### src/rtl/pwrseq_pkg.sv
package pwrseq_pkg;

    typedef enum logic [1:0] {
        MODE_RUN   = 2'b00,
        MODE_NAP   = 2'b01,
        MODE_SLEEP = 2'b10
    } pwr_mode_e;

    typedef enum logic [2:0] {
        ST_RUN,
        ST_NAP,
        ST_SLEEP,
        ST_WAKE_NAP,
        ST_WAKE_SLP
    } pwr_state_e;

    typedef struct packed {
        logic      valid;
        pwr_mode_e mode;
    } mode_req_t;

    localparam int FIELD_LSB = 1;
    localparam int FIELD_MSB = 3;

    function automatic pwr_mode_e pin_decode(input logic [1:0] pin);
        case (pin)
            2'b01:   return MODE_NAP;
            2'b10:   return MODE_SLEEP;
            default: return MODE_RUN;
        endcase
    endfunction

    function automatic mode_req_t field_decode(input logic [2:0] f);
        mode_req_t r;
        r.valid = 1'b1;
        r.mode  = MODE_RUN;
        case (f)
            3'b001:  r.mode = MODE_RUN;
            3'b010:  r.mode = MODE_NAP;
            3'b011:  r.mode = MODE_SLEEP;
            default: r.valid = 1'b0;
        endcase
        return r;
    endfunction

    function automatic pwr_state_e mode_to_state(input pwr_mode_e m);
        case (m)
            MODE_NAP:   return ST_NAP;
            MODE_SLEEP: return ST_SLEEP;
            default:    return ST_RUN;
        endcase
    endfunction

    function automatic logic [1:0] state_code(input pwr_state_e s);
        case (s)
            ST_RUN:   return 2'b00;
            ST_NAP:   return 2'b01;
            ST_SLEEP: return 2'b10;
            default:  return 2'b11;
        endcase
    endfunction

endpackage

### src/rtl/pwrseq_delay.sv
module pwrseq_delay #(
    parameter int CNT_W = 8
) (
    input  logic             clk,
    input  logic             rst,
    input  logic             clr,
    input  logic             en,
    input  logic [CNT_W-1:0] limit,
    output logic             done
);

    logic [CNT_W-1:0] cnt;

    always_ff @(posedge clk) begin
        if (rst || clr) begin
            cnt <= '0;
        end else if (en && !done) begin
            cnt <= cnt + 1'b1;
        end
    end

    assign done = (cnt == limit);

    AST_CNT_SATURATES: assert property (@(posedge clk) disable iff (rst)
        (!clr && en && done) |=> $stable(cnt));

endmodule

### src/rtl/pwrseq_override.sv
module pwrseq_override
    import pwrseq_pkg::*;
#(
    parameter int ADDR_W   = 8,
    parameter int DATA_W   = 8,
    parameter int REG_ADDR = 25
) (
    input  logic              clk,
    input  logic              rst,
    input  logic              wr_en,
    input  logic [ADDR_W-1:0] wr_addr,
    input  logic [DATA_W-1:0] wr_data,
    input  logic              port_open,
    input  pwr_mode_e         pin_mode,
    output pwr_mode_e         target
);

    localparam logic [ADDR_W-1:0] REG_A = ADDR_W'(REG_ADDR);

    logic      ovr;
    pwr_mode_e sw_mode;
    mode_req_t req;
    logic      hit;
    logic      unused_data_bits;

    assign req = field_decode(wr_data[FIELD_MSB:FIELD_LSB]);
    assign hit = wr_en && port_open && (wr_addr == REG_A) && req.valid;
    assign unused_data_bits = ^{wr_data[DATA_W-1:FIELD_MSB+1], wr_data[0]};

    always_ff @(posedge clk) begin
        if (rst) begin
            ovr     <= 1'b0;
            sw_mode <= MODE_RUN;
        end else if (hit) begin
            ovr     <= 1'b1;
            sw_mode <= req.mode;
        end
    end

    assign target = ovr ? sw_mode : pin_mode;

    AST_OVR_STICKY: assert property (@(posedge clk) disable iff (rst)
        ovr |=> ovr);

    AST_OTHER_ADDR: assert property (@(posedge clk) disable iff (rst)
        (wr_en && wr_addr != REG_A) |=> ($stable(ovr) && $stable(sw_mode)));

    AST_CLOSED_PORT: assert property (@(posedge clk) disable iff (rst)
        (wr_en && !port_open) |=> ($stable(ovr) && $stable(sw_mode)));

endmodule

### src/rtl/pwrseq_port_gate.sv
module pwrseq_port_gate #(
    parameter int CNT_W = 8
) (
    input  logic             clk,
    input  logic             rst,
    input  logic             in_sleep,
    input  logic             csb,
    input  logic [CNT_W-1:0] setup_lim,
    output logic             port_open
);

    logic blocked;
    logic tmr_done;

    pwrseq_delay #(.CNT_W(CNT_W)) u_setup (
        .clk   (clk),
        .rst   (rst),
        .clr   (csb || !blocked),
        .en    (blocked && !csb),
        .limit (setup_lim),
        .done  (tmr_done)
    );

    always_ff @(posedge clk) begin
        if (rst || !in_sleep) begin
            blocked <= 1'b0;
        end else if (csb) begin
            blocked <= 1'b1;
        end else if (blocked && tmr_done) begin
            blocked <= 1'b0;
        end
    end

    assign port_open = !blocked;

    AST_GATE_CLOSES: assert property (@(posedge clk) disable iff (rst)
        (in_sleep && csb) |=> !port_open);

endmodule

### src/rtl/pwrseq_fsm.sv
module pwrseq_fsm
    import pwrseq_pkg::*;
#(
    parameter int CNT_W = 8
) (
    input  logic             clk,
    input  logic             rst,
    input  pwr_mode_e        pin_mode,
    input  pwr_mode_e        target,
    input  logic             clk_halt,
    input  logic             dll_lock,
    input  logic [CNT_W-1:0] nap_lim,
    input  logic [CNT_W-1:0] slp_lim,
    output pwr_state_e       state
);

    pwr_state_e state_nx;
    logic       waking;
    logic       tmr_done;
    logic       relock;
    logic       locked;

    assign waking = (state == ST_WAKE_NAP) || (state == ST_WAKE_SLP);

    pwrseq_delay #(.CNT_W(CNT_W)) u_wake (
        .clk   (clk),
        .rst   (rst),
        .clr   (!waking),
        .en    (waking),
        .limit ((state == ST_WAKE_SLP) ? slp_lim : nap_lim),
        .done  (tmr_done)
    );

    always_comb begin
        state_nx = state;
        case (state)
            ST_RUN: begin
                if (target != MODE_RUN) state_nx = mode_to_state(target);
            end
            ST_NAP: begin
                if (target == MODE_SLEEP)    state_nx = ST_SLEEP;
                else if (target == MODE_RUN) state_nx = ST_WAKE_NAP;
            end
            ST_SLEEP: begin
                if (target == MODE_NAP)      state_nx = ST_NAP;
                else if (target == MODE_RUN) state_nx = ST_WAKE_SLP;
            end
            ST_WAKE_NAP: begin
                if (target != MODE_RUN)                   state_nx = mode_to_state(target);
                else if (tmr_done && (!relock || locked)) state_nx = ST_RUN;
            end
            ST_WAKE_SLP: begin
                if (target != MODE_RUN) state_nx = mode_to_state(target);
                else if (tmr_done)      state_nx = ST_RUN;
            end
            default: state_nx = ST_SLEEP;
        endcase
    end

    always_ff @(posedge clk) begin
        if (rst) begin
            state  <= mode_to_state(pin_mode);
            relock <= 1'b0;
            locked <= 1'b0;
        end else begin
            state <= state_nx;
            if (state == ST_NAP && clk_halt) begin
                relock <= 1'b1;
            end else if (state == ST_RUN || state == ST_SLEEP) begin
                relock <= 1'b0;
            end
            locked <= (state == ST_WAKE_NAP) && (locked || dll_lock);
        end
    end

    AST_ENTER_SLEEP: assert property (@(posedge clk) disable iff (rst)
        (state == ST_RUN && target == MODE_SLEEP) |=> (state == ST_SLEEP));

    AST_SLEEP_MIN_WAKE: assert property (@(posedge clk) disable iff (rst)
        (state == ST_WAKE_SLP && !tmr_done) |=> (state != ST_RUN));

    AST_RELOCK_WAIT: assert property (@(posedge clk) disable iff (rst)
        (state == ST_WAKE_NAP && relock && !locked) |=> (state != ST_RUN));

    AST_ABORT_WAKE: assert property (@(posedge clk) disable iff (rst)
        (waking && target == MODE_NAP) |=> (state == ST_NAP));

endmodule

### src/rtl/pwrseq_top.sv
module pwrseq_top
    import pwrseq_pkg::*;
#(
    parameter int CLK_KHZ       = 250000,
    parameter int SLEEP_WAKE_US = 1000,
    parameter int SETUP_US      = 150,
    parameter int NAP_WAKE_CYC  = 64,
    parameter int ADDR_W        = 8,
    parameter int DATA_W        = 8,
    parameter int REG_ADDR      = 25
) (
    input  logic              clk,
    input  logic              rst,
    input  logic [1:0]        mode_pin,
    input  logic              csb,
    input  logic              wr_en,
    input  logic [ADDR_W-1:0] wr_addr,
    input  logic [DATA_W-1:0] wr_data,
    input  logic              clk_halt,
    input  logic              dll_lock,
    output logic              out_en,
    output logic              ready,
    output logic [1:0]        cur_mode,
    output logic              cfg_accept
);

    localparam int SLP_CYC   = CLK_KHZ * SLEEP_WAKE_US / 1000;
    localparam int SETUP_CYC = CLK_KHZ * SETUP_US / 1000;
    localparam int MAX_A     = (SLP_CYC > SETUP_CYC) ? SLP_CYC : SETUP_CYC;
    localparam int MAX_CYC   = (MAX_A > NAP_WAKE_CYC) ? MAX_A : NAP_WAKE_CYC;
    localparam int CNT_W     = $clog2(MAX_CYC + 1);

    localparam logic [CNT_W-1:0] SLP_LIM   = CNT_W'(SLP_CYC);
    localparam logic [CNT_W-1:0] NAP_LIM   = CNT_W'(NAP_WAKE_CYC);
    localparam logic [CNT_W-1:0] SETUP_LIM = CNT_W'(SETUP_CYC - 1);

    pwr_mode_e  pin_mode;
    pwr_mode_e  target;
    pwr_state_e state;
    logic       port_open;

    assign pin_mode = pin_decode(mode_pin);

    pwrseq_port_gate #(.CNT_W(CNT_W)) u_gate (
        .clk       (clk),
        .rst       (rst),
        .in_sleep  (state == ST_SLEEP),
        .csb       (csb),
        .setup_lim (SETUP_LIM),
        .port_open (port_open)
    );

    pwrseq_override #(
        .ADDR_W   (ADDR_W),
        .DATA_W   (DATA_W),
        .REG_ADDR (REG_ADDR)
    ) u_ovr (
        .clk       (clk),
        .rst       (rst),
        .wr_en     (wr_en),
        .wr_addr   (wr_addr),
        .wr_data   (wr_data),
        .port_open (port_open),
        .pin_mode  (pin_mode),
        .target    (target)
    );

    pwrseq_fsm #(.CNT_W(CNT_W)) u_fsm (
        .clk      (clk),
        .rst      (rst),
        .pin_mode (pin_mode),
        .target   (target),
        .clk_halt (clk_halt),
        .dll_lock (dll_lock),
        .nap_lim  (NAP_LIM),
        .slp_lim  (SLP_LIM),
        .state    (state)
    );

    assign cur_mode   = state_code(state);
    assign out_en     = (state != ST_NAP) && (state != ST_SLEEP);
    assign ready      = (state == ST_RUN);
    assign cfg_accept = port_open;

    AST_RDY_FROM_WAKE: assert property (@(posedge clk) disable iff (rst)
        ($rose(ready) && !$past(rst)) |-> ($past(cur_mode) == 2'b11));

endmodule

### config.mk
export PLATFORM = sky130hd
export DESIGN_NAME = pwrseq_top
export DESIGN_NICKNAME = d
export VERILOG_FILES = /design/src/rtl/pwrseq_pkg.sv /design/src/rtl/pwrseq_delay.sv /design/src/rtl/pwrseq_override.sv /design/src/rtl/pwrseq_port_gate.sv /design/src/rtl/pwrseq_fsm.sv /design/src/rtl/pwrseq_top.sv
export SDC_FILE = /design/constraint.sdc
export NUM_CORES = 1
export LEC_CHECK = 0
export BUFFER_PORTS_ARGS = -buffer_cell sky130_fd_sc_hd__buf_2
export CAP_MARGIN = 20
export CELL_PAD_IN_SITES_DETAIL_PLACEMENT = 1
export CELL_PAD_IN_SITES_GLOBAL_PLACEMENT = 1
export CORE_MARGIN = 1.5
export CORE_UTILIZATION = 44
export DETAILED_ROUTE_END_ITERATION = 12
export PLACE_DENSITY_LB_ADDON = 0.15
export SETUP_SLACK_MARGIN = 0.02
export SLEW_MARGIN = 25
export SYNTH_ARGS = -nofsm -noshare
export SYNTH_HDL_FRONTEND = slang
export SYNTH_SLANG_ARGS = --single-unit
### constraint.sdc
create_clock -name clk -period 2.2 [get_ports clk]
set_clock_uncertainty 0.05 [all_clocks]
set_input_delay 0.22 -clock clk [delete_from_list [all_inputs] [get_ports clk]]
set_output_delay 0.22 -clock clk [all_outputs]
set_load 0.02 [all_outputs]
==> summary.md, run 1 <==
| Metric | Value |
|---|---|
| Dpl cells | `391` |
| Worst VDD drop | `0.0004232 V` |
| Syn avg cell area | `8.539 µm²` |
| CP Capture Type | `flip-flop` |
| Final Slew Violations | `0` |
| CTS tree | `done` |
| DP HPWL | `4722 µm` |
| Crit path kind | `reg -> reg` |
| CP Cell Sequence | `nor4_2 -> nand4b_2 -> o311ai_4 -> a211o_1 -> o31a_1` |
| Max-Cap Viols | `0` |
| Unrepaired setup endpoints after global routing | `false` |
| Area contributors post-synth | `dfxtp_1 (33%), nor2_1 (4.0%), a21oi_1 (4.0%), nand2_1 (3.9%), edfxtp_1 (3.6%)` |
| Total grt overflow | `0` |
| Most numerous cell in the Yosys netlist | `dfxtp_1` |
| Gr usage total | `22.80%` |
| Nets | `353` |
| Leakage | `0.9444 nW` |
| Commonest cells post-synth | `dfxtp_1 (42), nor2_1 (27), nand2_1 (26)` |
| Seq/Total Area, Yosys | `36.83%` |
| CP max FO | `4` |
| Pin count of the biggest net entering global routing | `17` |
| Layout cells sized above 1 | `16.51%` |
| Synth async-reset ratio | `0%` |
| Clk buf depth | `2` |
| # rows | `27` |
| # setup viols final | `0` |
| RD Place Congestion | `0.8314` |
| Vias in the first global route | `2330` |
| Fin crit period | `2.069 ns` |
| Detailed Routing Iterations Pass 1 | `4` |
| CTS Root Cell | `clkbuf_8` |
| Synth top area share | `33.27%` |
| Syn Std Cell Area | `2527 µm²` |
| Critical path's slowest cell | `o311ai_4` |
| Critical Path Max Stage Delay | `0.41 ns` |
| Finished Layout Cells | `399` |
| Measured slew at the worst slew-check pin | `0.5188 ns` |
| HP Class | `in -> reg` |
| Via count | `2298` |
| Critical Path AT | `2.04 ns` |
| Num CTS Buffers | `5` |
| CTS sink count | `45` |
| PwrDens | `839.1 nW/µm²` |
| DR vias/cell | `5.759` |
| Biggest area consumer among synthesized cells | `dfxtp_1` |
| Die height | `78.79 µm` |
| Yosys cell types | `57` |
| Syn Nets | `323` |
| Clk_lat worst skew | `0.32 ns` |
| Antenna cells | `0` |
| Core box area | `5540 µm²` |
| #FFs+latches synth | `45` |
| Io pins | `29` |
| I/O Buffers | `23` |
| Drt wl/cell | `16.18 µm` |
| Clock transition at path regs | `0.09 ns` |
| First-pass GRT wire length | `11190 µm` |
| Final Cycle Share | `94.07%` |
| Post_cts resized | `0` |
| Postcts setup bufs | `0` |
| Fin util | `52.01%` |
| Fmax | `483.2 MHz` |
| DR iter-0 viols | `90` |
| Cells after Synth | `296` |
| H-tree Lvls | `2` |
| Die area | `6208 µm²` |
| Initial antenna violation count | `0` |
| DR DRC count | `0` |
| Worst Path Required | `2.17 ns` |
| Drt total wl | `6456 µm` |
| Hold-fix buffers, CTS | `0` |
| Starting density of the core | `45.62%` |
| Outcome | `finished, final reports clean` |
| Main synth FF type | `dfxtp_1` |
| CP startpoint kind | `flip-flop` |
| Setup_tns | `0 ns` |
| Final Hold Viols | `0` |
| Crit path buf inv count | `0` |
| Synthesis-to-layout area growth | `14.01%` |
| Yosys warnings | `0` |
| EDFF count, synth | `3` |
| Die Wd | `78.79 µm` |
| Post-DRT Antenna Nets | `0` |
| Headroom to the max-slew limit | `65.31%` |
| Crit path max-delay family | `compound AO/OA/AOI/OAI gates` |
## layout make-up
| type | count | area (µm²) |
|---|---|---|
| fillers | 697 | 2659 |
| clock buffers | 5 | 68.82 |
| well taps | 72 | 90.09 |
| repair buffers | 36 | 212.7 |
| flip-flops and latches | 45 | 930.9 |
| multi-input cells | 226 | 1488 |
| inverters | 12 | 45.04 |
| clock inverters | 3 | 46.29 |
## where the power goes
| part | leakage [nW] | switching [mW] | internal, mW | total [mW] |
|---|---|---|---|---|
| Clock | 0.0543 | 0.321 | 0.341 | 0.662 |
| Sequential | 0.371 | 0.0551 | 0.886 | 0.941 |
| Combinational | 0.519 | 0.507 | 0.308 | 0.815 |
| Total | 0.944 | 0.883 | 1.53 | 2.42 |
## worst min-delay path: cells and delay by family
family | cells | cell delay [ns]
buf+inv | 1 | 0.09
simple gates | 2 | 0.13
## layer usage
metal / GRT usage [%] / wire length, µm / vias to the layer above
met3: 4.253 / 161 / 5
met5: 0 / 0 / -
met1: 27.38 / 2949 / 1115
li1: - / - / 1156
met2: 40.43 / 3279 / 22
met4: 8.036 / 64 / 0
## metrics by stage
step | hold WS, ns | total power, mW | instance area [µm²] | setup slack [ns]
2_1_floorplan | 0.3173 | 1.493 | 2527 | 0.2422
3_3_place_gp | 0.4253 | 1.737 | 2766 | 0.2326
3_5_place_dp | 0.4396 | 1.774 | 2766 | 0.1350
4_1_cts | 0.1143 | 2.441 | 2882 | 0.09137
5_1_grt | 0.1668 | 2.557 | 2882 | 0.02339
6_report | 0.1164 | 2.418 | 2882 | 0.1305
## cell families (layout without fill, tap and decap cells)
| kind of cell | Yosys count | in the layout | synth area share [%] |
|---|---|---|---|
| AND/OR/NAND/NOR | 133 | 133 | 28.96 |
| AO/OA/AOI/OAI | 67 | 67 | 19.61 |
| flip-flops | 45 | 45 | 36.83 |
| buffers and inverters | 25 | 56 | 4.307 |
| XOR/XNOR | 16 | 16 | 5.545 |
| multiplexers | 7 | 7 | 3.267 |
| adder cells (fa/ha/maj) | 3 | 3 | 1.485 |
## layout by cell type (no fill, tap or decap), types with 3 or more instances in the layout
| master | count |
|---|---|
| dfxtp_1 | 42 |
| edfxtp_1 | 3 |
| nand2_1 | 26 |
| xor2_1 | 9 |
| or3_1 | 3 |
| or4_1 | 5 |
| o21ai_0 | 4 |
| buf_2 | 23 |
| nand2b_1 | 7 |
| nor2_1 | 27 |
| clkbuf_8 | 5 |
| o21ai_1 | 6 |
| nor2b_1 | 5 |
| nor3b_1 | 3 |
| mux2i_1 | 6 |
| nor4b_1 | 4 |
| and4_1 | 3 |
| o21a_1 | 4 |
| xnor2_1 | 7 |
| nand4_1 | 6 |
| a2111o_1 | 6 |
| buf_4 | 13 |
| o2111ai_1 | 3 |
| nor3_1 | 8 |
| ha_1 | 3 |
| o31ai_1 | 5 |
| a21oi_1 | 20 |
| nand3_1 | 15 |
| inv_1 | 12 |
| nor4_1 | 6 |
| and3_1 | 5 |
## sequential cells by signal (all words and copies together), names as in the netlist
| signal | flops |
|---|---|
| u_fsm.relock | 1 |
| u_fsm.state | 3 |
| u_gate.u_setup.cnt | 18 |
| u_fsm.locked | 1 |
| u_ovr.ovr | 1 |
| u_fsm.u_wake.cnt | 18 |
| u_ovr.sw_mode | 2 |
| u_gate.blocked | 1 |
## worst paths after layout
| path | cells past startpoint | start | end | slack [ns] |
|---|---|---|---|---|
| worst max-delay path | 5 | u_fsm.u_wake.cnt[8] | u_fsm.state[1] | 0.13 |
| worst min-delay path | 3 | dll_lock | u_fsm.locked | 0.12 |
| worst max register to register | 5 | u_fsm.u_wake.cnt[8] | u_fsm.state[1] | 0.13 |
| worst min register to register | 2 | u_fsm.locked | u_fsm.locked | 0.45 |
No activity file was read; power rests on OpenSTA's default activity.
==> run 2: changes to the inputs <==
- CELL_PAD_IN_SITES_DETAIL_PLACEMENT: 1 -> 0
==> summary.md, run 2 (synthesis results as in run 1) <==
| Metric | Value |
|---|---|
| Hold Path End | `u_fsm.locked (unchanged)` |
| PwrDens | `777.0 nW/µm² (was 839.1 nW/µm²)` |
| Clock transition at path regs | `0.09 ns (about the same)` |
| Hold WS | `0.1211 ns (was 0.1164 ns)` |
| Vias in the first global route | `2132 (was 2330)` |
| First-pass GRT wire length | `9522 µm (was 11190 µm)` |
| Num CTS Buffers | `5 (unchanged)` |
| Starting density of the core | `45.62% (unchanged)` |
| Outcome | `finished, final reports clean (unchanged)` |
| Via count | `2200 (was 2298)` |
| # rows | `27 (unchanged)` |
| Antenna cells | `0 (unchanged)` |
| Die Wd | `78.79 µm (unchanged)` |
| HP Class | `in -> reg (unchanged)` |
| Reg2reg setup slack | `0.19 ns (was 0.13 ns)` |
| Core box area | `5540 µm² (unchanged)` |
| Commonest non-fill, non-tap cell in the layout | `dfxtp_1 (unchanged)` |
| DR iter-0 viols | `96 (was 90)` |
| Detailed Routing Iterations Pass 1 | `4 (unchanged)` |
| Die height | `78.79 µm (unchanged)` |
| Leakage | `0.9285 nW (was 0.9444 nW)` |
| Final Slew Violations | `0 (unchanged)` |
| Headroom to the max-slew limit | `68.55% (was 65.31%)` |
| Post_cts resized | `0 (unchanged)` |
| Most frequent cells in the layout | `dfxtp_1 (42), nor2_1 (27), nand2_1 (26) (unchanged)` |
| Io pins | `29 (unchanged)` |
| Switching Share | `35.95% (was 36.53%)` |
| Initial antenna violation count | `0 (unchanged)` |
| Pin count of the biggest net entering global routing | `17 (unchanged)` |
| Clk buf depth | `2 (unchanged)` |
| # setup viols final | `0 (unchanged)` |
| CTS Root Cell | `clkbuf_8 (unchanged)` |
| Worst Path Required | `2.15 ns (was 2.17 ns)` |
| Drt wl/cell | `13.22 µm (was 16.18 µm)` |
| Hold-fix buffers, CTS | `0 (unchanged)` |
| Fmax | `496.6 MHz (was 483.2 MHz)` |
| R2r worst-path depth | `5 (unchanged)` |
| Final Hold Viols | `0 (unchanged)` |
| Postcts setup bufs | `0 (unchanged)` |
| Worst R2R Start | `u_fsm.u_wake.cnt[8] (unchanged)` |
| Unrepaired setup endpoints after global routing | `false (unchanged)` |
| Clk_lat worst skew | `0.30 ns (was 0.32 ns)` |
| CP max FO | `4 (unchanged)` |
| Min-Delay Path Depth | `3 (unchanged)` |
| Measured slew at the worst slew-check pin | `0.4717 ns (was 0.5188 ns)` |
| Flop pwr share | `42.2% (was 38.9%)` |
| Final Cycle Share | `91.53% (was 94.07%)` |
| Area of the multi-input gates | `1488 µm² (unchanged)` |
| Synthesis-to-layout area growth | `12.77% (was 14.01%)` |
| Worst VDD drop | `0.0004509 V (was 0.0004232 V)` |
| Critical Path AT | `1.97 ns (was 2.04 ns)` |
| Switch Pwr | `796.0 µW (was 883.1 µW)` |
| CP Capture Type | `flip-flop (unchanged)` |
| Max-Cap Viols | `0 (unchanged)` |
| Setup_tns | `0 ns (unchanged)` |
| R2r endpoint | `u_fsm.state[2] (was u_fsm.state[1])` |
| Top Registers | `u_fsm.u_wake.cnt: 18 flops, u_gate.u_setup.cnt: 18 flops, u_fsm.state: 3 flops (unchanged)` |
| DR DRC count | `0 (unchanged)` |
| H-tree Lvls | `2 (unchanged)` |
| Die area | `6208 µm² (unchanged)` |
| Layout cells sized above 1 | `15.90% (was 16.51%)` |
| Drt total wl | `5276 µm (was 6456 µm)` |
| Pint | `1.418 mW (was 1.535 mW)` |
| Min-delay src | `dll_lock (unchanged)` |
| Critical path's slowest cell | `nor4_2 (was o311ai_4)` |
| Fillers | `539 (was 697)` |
| Gr usage total | `19.07% (was 22.80%)` |
| CTS sink count | `45 (unchanged)` |
| CTS tree | `done (unchanged)` |
| Storage cell area | `930.9 µm² (unchanged)` |
| Total grt overflow | `0 (unchanged)` |
| Post-DRT Antenna Nets | `0 (unchanged)` |
| Critical Path Max Stage Delay | `0.37 ns (was 0.41 ns)` |
| Clock power share | `22.5% (was 27.4%)` |
| I/O Buffers | `23 (unchanged)` |
| Critical Path Source | `u_fsm.u_wake.cnt[8] (unchanged)` |
| Crit path kind | `reg -> reg (unchanged)` |
| DR vias/cell | `5.514 (was 5.759)` |
| RD Place Congestion | `0.8314 (unchanged)` |
| CP startpoint kind | `flip-flop (unchanged)` |
| Fin crit period | `2.014 ns (was 2.069 ns)` |
| Nets | `353 (unchanged)` |
| DP HPWL | `3919 µm (was 4722 µm)` |
| CP Cell Sequence | `nor4_2 -> nand4b_2 -> o311ai_4 -> a211o_1 -> o31a_1 (unchanged)` |
| Share of total power in combinational logic | `35.3% (was 33.7%)` |
-- run 2: cell types whose count changed in the layout (fill, tap and decap cells not counted) --
cell / before / now
clkbuf_1: 0 / 2
bufinv_16: 1 / 0
clkinv_4: 1 / 0
-- run 2: per-stage QoR --
step,cells,setup WS (ns),utilization [%],total power [mW],instance area [µm²]
CTS,399,0.1641,51.45,2.249,2850
global route,399,0.04578,51.45,2.386,2850
detailed placement,391,0.1857,49.93,1.740,2766
floorplan,296,0.2422,-,1.493,2527
global placement,391,0.2326,49.93,1.737,2766
finish,399,0.1864,51.45,2.215,2850
-- run 2: worst max-delay path by stage --
| stage | endpoint | depth (start not counted) | slack [ns] |
|---|---|---|---|
| CTS | u_fsm.state[2] | 5 | 0.16 |
| detailed placement | u_fsm.state[2] | 5 | 0.19 |
| finish | u_fsm.state[2] | 5 | 0.19 |
| floorplan | u_fsm.state[0] | 5 | 0.24 |
| global placement | u_fsm.state[2] | 5 | 0.23 |
| global route | u_fsm.u_wake.cnt[14] | 7 | 0.05 |
-- run 2: power groups by stage --
stage	clock (mW)	sequential [mW]	combinational, mW
final	0.498	0.934	0.782
after global routing	0.565	0.945	0.875
after CTS	0.524	0.934	0.792
after detailed placement	0	0.953	0.787
after global placement	0	0.952	0.785
after floorplan	0	0.923	0.570
-- run 2: metal layers --
layer	vias to the layer above	GRT usage, %	share of wire (%)	routed length (µm)
met5	-	0	0	0
met4	0	5.893	1.0	53
met3	5	3.448	2.9	155
met2	29	32.84	46	2433
met1	1012	24.09	50	2634
li1	1154	-	-	-
-- run 2: worst max-delay path, delay by kind of cell, from the launching register on --
family	cells	cell delay [ns]
AO/OA/AOI/OAI	3	0.72
flip-flops	1	0.36
AND/OR/NAND/NOR	2	0.59
-- run 2: layout make-up --
type                       count  area share (%)
timing repair buffer          36           7.463
clock buffer                   7           2.678
multi-input combinational    226           52.20
tap                           72           3.161
clock inverter                 1          0.2634
inverter                      12           1.580
sequential                    45           32.66
==> run 3: changes to the inputs <==
- ABC_AREA: not set -> 1
- CAP_MARGIN: 20 -> 30
- CORE_UTILIZATION: 44 -> 42
==> summary.md, run 3 <==
| Metric | Value |
|---|---|
| Storage cell area | `930.9 µm² (unchanged)` |
| Cells after Synth | `459 (was 296)` |
| CP max FO | `6 (was 4)` |
| H-tree Lvls | `2 (unchanged)` |
| Crit path max-delay family | `simple AND/OR/NAND/NOR gates (was compound AO/OA/AOI/OAI gates)` |
| Synth async-reset ratio | `0% (unchanged)` |
| Flop pwr share | `39.7% (was 42.2%)` |
| CP Capture Type | `flip-flop (unchanged)` |
| DR iter-0 viols | `192 (was 96)` |
| Synthesis-to-layout area growth | `10.32% (was 12.77%)` |
| Via count | `2856 (was 2200)` |
| DP HPWL | `5184 µm (was 3919 µm)` |
| Drt total wl | `6891 µm (was 5276 µm)` |
| Layout cells sized above 1 | `15.78% (was 15.90%)` |
| Main synth FF type | `dfxtp_1 (unchanged)` |
| Clk buf depth | `2 (unchanged)` |
| Syn Nets | `486 (was 323)` |
| DR DRC count | `0 (unchanged)` |
| Detailed Routing Iterations Pass 1 | `4 (unchanged)` |
| Final Instance Area | `3264 µm² (was 2850 µm²)` |
| Commonest cells post-synth | `nand2_1 (127), nor2_1 (63), inv_1 (52) (was dfxtp_1 (42), nor2_1 (27), nand2_1 (26))` |
| CTS Root Cell | `clkbuf_8 (unchanged)` |
| Yosys warnings | `0 (unchanged)` |
| Measured slew at the worst slew-check pin | `0.4813 ns (was 0.4717 ns)` |
| Initial antenna violation count | `0 (unchanged)` |
| Num CTS Buffers | `5 (unchanged)` |
| Clock transition at path regs | `0.08 ns (was 0.09 ns)` |
| Area contributors post-synth | `dfxtp_1 (28%), nand2_1 (16%), nor2_1 (8.0%), inv_1 (6.6%), nand3_1 (6.4%) (was dfxtp_1 (33%), nor2_1 (4.0%), a21oi_1 (4.0%), nand2_1 (3.9%), edfxtp_1 (3.6%))` |
| Drt wl/cell | `11.80 µm (was 13.22 µm)` |
| Hold-fix buffers, CTS | `0 (unchanged)` |
| First-pass GRT wire length | `11650 µm (was 9522 µm)` |
| Setup_tns | `0 ns (unchanged)` |
| Vias in the first global route | `2482 (was 2132)` |
| DR vias/cell | `4.890 (was 5.514)` |
| # rows | `30 (was 27)` |
| Yosys cell types | `32 (was 57)` |
| Headroom to the max-slew limit | `67.57% (was 68.55%)` |
| Critical path's slowest cell | `dfxtp_1 (was nor4_2)` |
| Fillers | `736 (was 539)` |
| Syn Std Cell Area | `2959 µm² (was 2527 µm²)` |
| #FFs+latches synth | `45 (unchanged)` |
| Top Registers | `u_fsm.u_wake.cnt: 18 flops, u_gate.u_setup.cnt: 18 flops, u_fsm.state: 3 flops (unchanged)` |
| Post-place instance area | `3178 µm² (was 2766 µm²)` |
| Pint | `1.391 mW (was 1.418 mW)` |
| M1 GR Usage | `29.36% (was 24.09%)` |
| Most frequent cells in the layout | `nand2_1 (127), nor2_1 (63), inv_1 (52) (was dfxtp_1 (42), nor2_1 (27), nand2_1 (26))` |
| Share of total power in combinational logic | `37.3% (was 35.3%)` |
| EDFF count, synth | `3 (unchanged)` |
| Post_cts resized | `0 (unchanged)` |
| Worst Path Required | `2.38 ns (was 2.15 ns)` |
| Reg2reg setup slack | `0.40 ns (was 0.19 ns)` |
| CP Cell Sequence | `ha_1 -> nand3_1 -> nor2_1 -> nand4_1 -> nand2_1 -> nand2_1 -> a21oi_1 (was nor4_2 -> nand4b_2 -> o311ai_4 -> a211o_1 -> o31a_1)` |
| Post-DRT Antenna Nets | `0 (unchanged)` |
| Pin count of the biggest net entering global routing | `18 (was 17)` |
| Gr usage total | `19.59% (was 19.07%)` |
| Met2 Use GR | `28.61% (was 32.84%)` |
| Total grt overflow | `0 (unchanged)` |
| Total power | `2.328 mW (was 2.215 mW)` |
| Critical Path AT | `1.99 ns (was 1.97 ns)` |
| Starting density of the core | `43.55% (was 45.62%)` |
| Syn avg cell area | `6.447 µm² (was 8.539 µm²)` |
| Fin crit period | `1.803 ns (was 2.014 ns)` |
| Most numerous cell in the Yosys netlist | `nand2_1 (was dfxtp_1)` |
| RD Place Congestion | `0.8080 (was 0.8314)` |
| Critical Path Max Stage Delay | `0.44 ns (was 0.37 ns)` |
| PwrDens | `713.0 nW/µm² (was 777.0 nW/µm²)` |
| GR peak layer | `met1 (was met2)` |
| Finished Layout Cells | `584 (was 399)` |
| Crit path buf inv count | `0 (unchanged)` |
| Met3 Track Usage GR | `3.318% (was 3.448%)` |
| Die height | `86.94 µm (was 78.79 µm)` |
| Clock power share | `23.0% (was 22.5%)` |
| Fmax | `554.6 MHz (was 496.6 MHz)` |
| Nets | `515 (was 353)` |
| CP dominant cell by count | `nand2_1` |
| Biggest area consumer among synthesized cells | `dfxtp_1 (unchanged)` |
| Leakage | `1.163 nW (was 0.9285 nW)` |
| CTS sink count | `45 (unchanged)` |
| Max-Cap Viols | `0 (unchanged)` |
| Outcome | `finished, final reports clean (unchanged)` |
| HP Class | `in -> reg (unchanged)` |
| Seq/Total Area, Yosys | `31.46% (was 36.83%)` |
| Switch Pwr | `936.1 µW (was 796.0 µW)` |
| Crit path kind | `reg -> reg (unchanged)` |
| Die Wd | `86.94 µm (was 78.79 µm)` |
| Core box area | `6794 µm² (was 5540 µm²)` |
| Final Hold Viols | `0 (unchanged)` |
| Final Slew Violations | `0 (unchanged)` |
| # setup viols final | `0 (unchanged)` |
| I/O Buffers | `23 (unchanged)` |
| Io pins | `29 (unchanged)` |
| Unrepaired setup endpoints after global routing | `false (unchanged)` |
| CP startpoint kind | `flip-flop (unchanged)` |
| Final Cycle Share | `81.96% (was 91.53%)` |
| Synth top area share | `28.41% (was 33.27%)` |
| Dpl cells | `577 (was 391)` |
| Clk_lat worst skew | `0.30 ns (about the same)` |
| Die area | `7558 µm² (was 6208 µm²)` |
| Worst VDD drop | `0.0006555 V (was 0.0004509 V)` |
| Commonest non-fill, non-tap cell in the layout | `nand2_1 (was dfxtp_1)` |
| Area of the multi-input gates | `1753 µm² (was 1488 µm²)` |
| Antenna cells | `0 (unchanged)` |
| CTS tree | `done (unchanged)` |
| Postcts setup bufs | `0 (unchanged)` |
| Switching Share | `40.22% (was 35.95%)` |
| Hold WS | `0.1043 ns (was 0.1211 ns)` |
## run 3: cell count changes after synthesis, sizes merged, moves of 7 or more
| cell | delta |
|---|---|
| nand4 | +7 |
| nor4 | -7 |
| inv | +43 |
| nand3 | +26 |
| nand2 | +118 |
| nand2b | -7 |
| a21oi | +18 |
| nor2 | +43 |
## run 3: tightest hold or removal path, cell delays in order
cell	delay, ns
buf_2	0.08
nand3_1	0.07
o31ai_1	0.06
## run 3: metrics by stage
stage / setup WS, ns / util, %
finish: 0.3970 / 48.05
global route: 0.2421 / 48.05
CTS: 0.3896 / 48.05
detailed placement: 0.4285 / 46.78
global placement: 0.4346 / 46.78
floorplan: 0.4279 / -
## run 3: final timing paths
path | to | start | depth (start not counted)
worst min-delay path | u_fsm.relock | clk_halt | 3
worst max register to register | u_gate.u_setup.cnt[14] | u_gate.u_setup.cnt[0] | 7
worst max-delay path | u_gate.u_setup.cnt[14] | u_gate.u_setup.cnt[0] | 7
worst min register to register | u_ovr.sw_mode[0] | u_ovr.sw_mode[0] | 2
## run 3: layout make-up
| cell class | instances | area share, % |
|---|---|---|
| clock buffer | 7 | 2.645 |
| sequential | 45 | 28.52 |
| timing repair buffer | 30 | 5.136 |
| tap | 96 | 3.680 |
| inverter | 55 | 6.324 |
| multi-input combinational | 351 | 53.70 |
## run 3: logic make-up after synthesis
group | after synthesis | synth area share, %
simple gates | 279 | 42.41
fa+ha+maj | 3 | 1.269
buf+inv | 63 | 9.302
xor+xnor | 16 | 4.736
flops | 45 | 31.46
compound gates | 53 | 10.82
## run 3: power by group through the flow
stage	sequential, mW	clock [mW]	combinational [mW]
floorplan	0.931	0	0.660
global placement	0.941	0	0.867
detailed placement	0.943	0	0.874
CTS	0.924	0.555	0.877
global route	0.933	0.582	0.955
finish	0.925	0.535	0.868
## run 3: metal layers
layer	vias to the layer above	share of wire, %	wire length [µm]
li1	1522	-	-
met1	1294	54	3735
met2	34	42	2879
met3	6	2.7	189
met4	0	1.2	86
met5	-	0	0
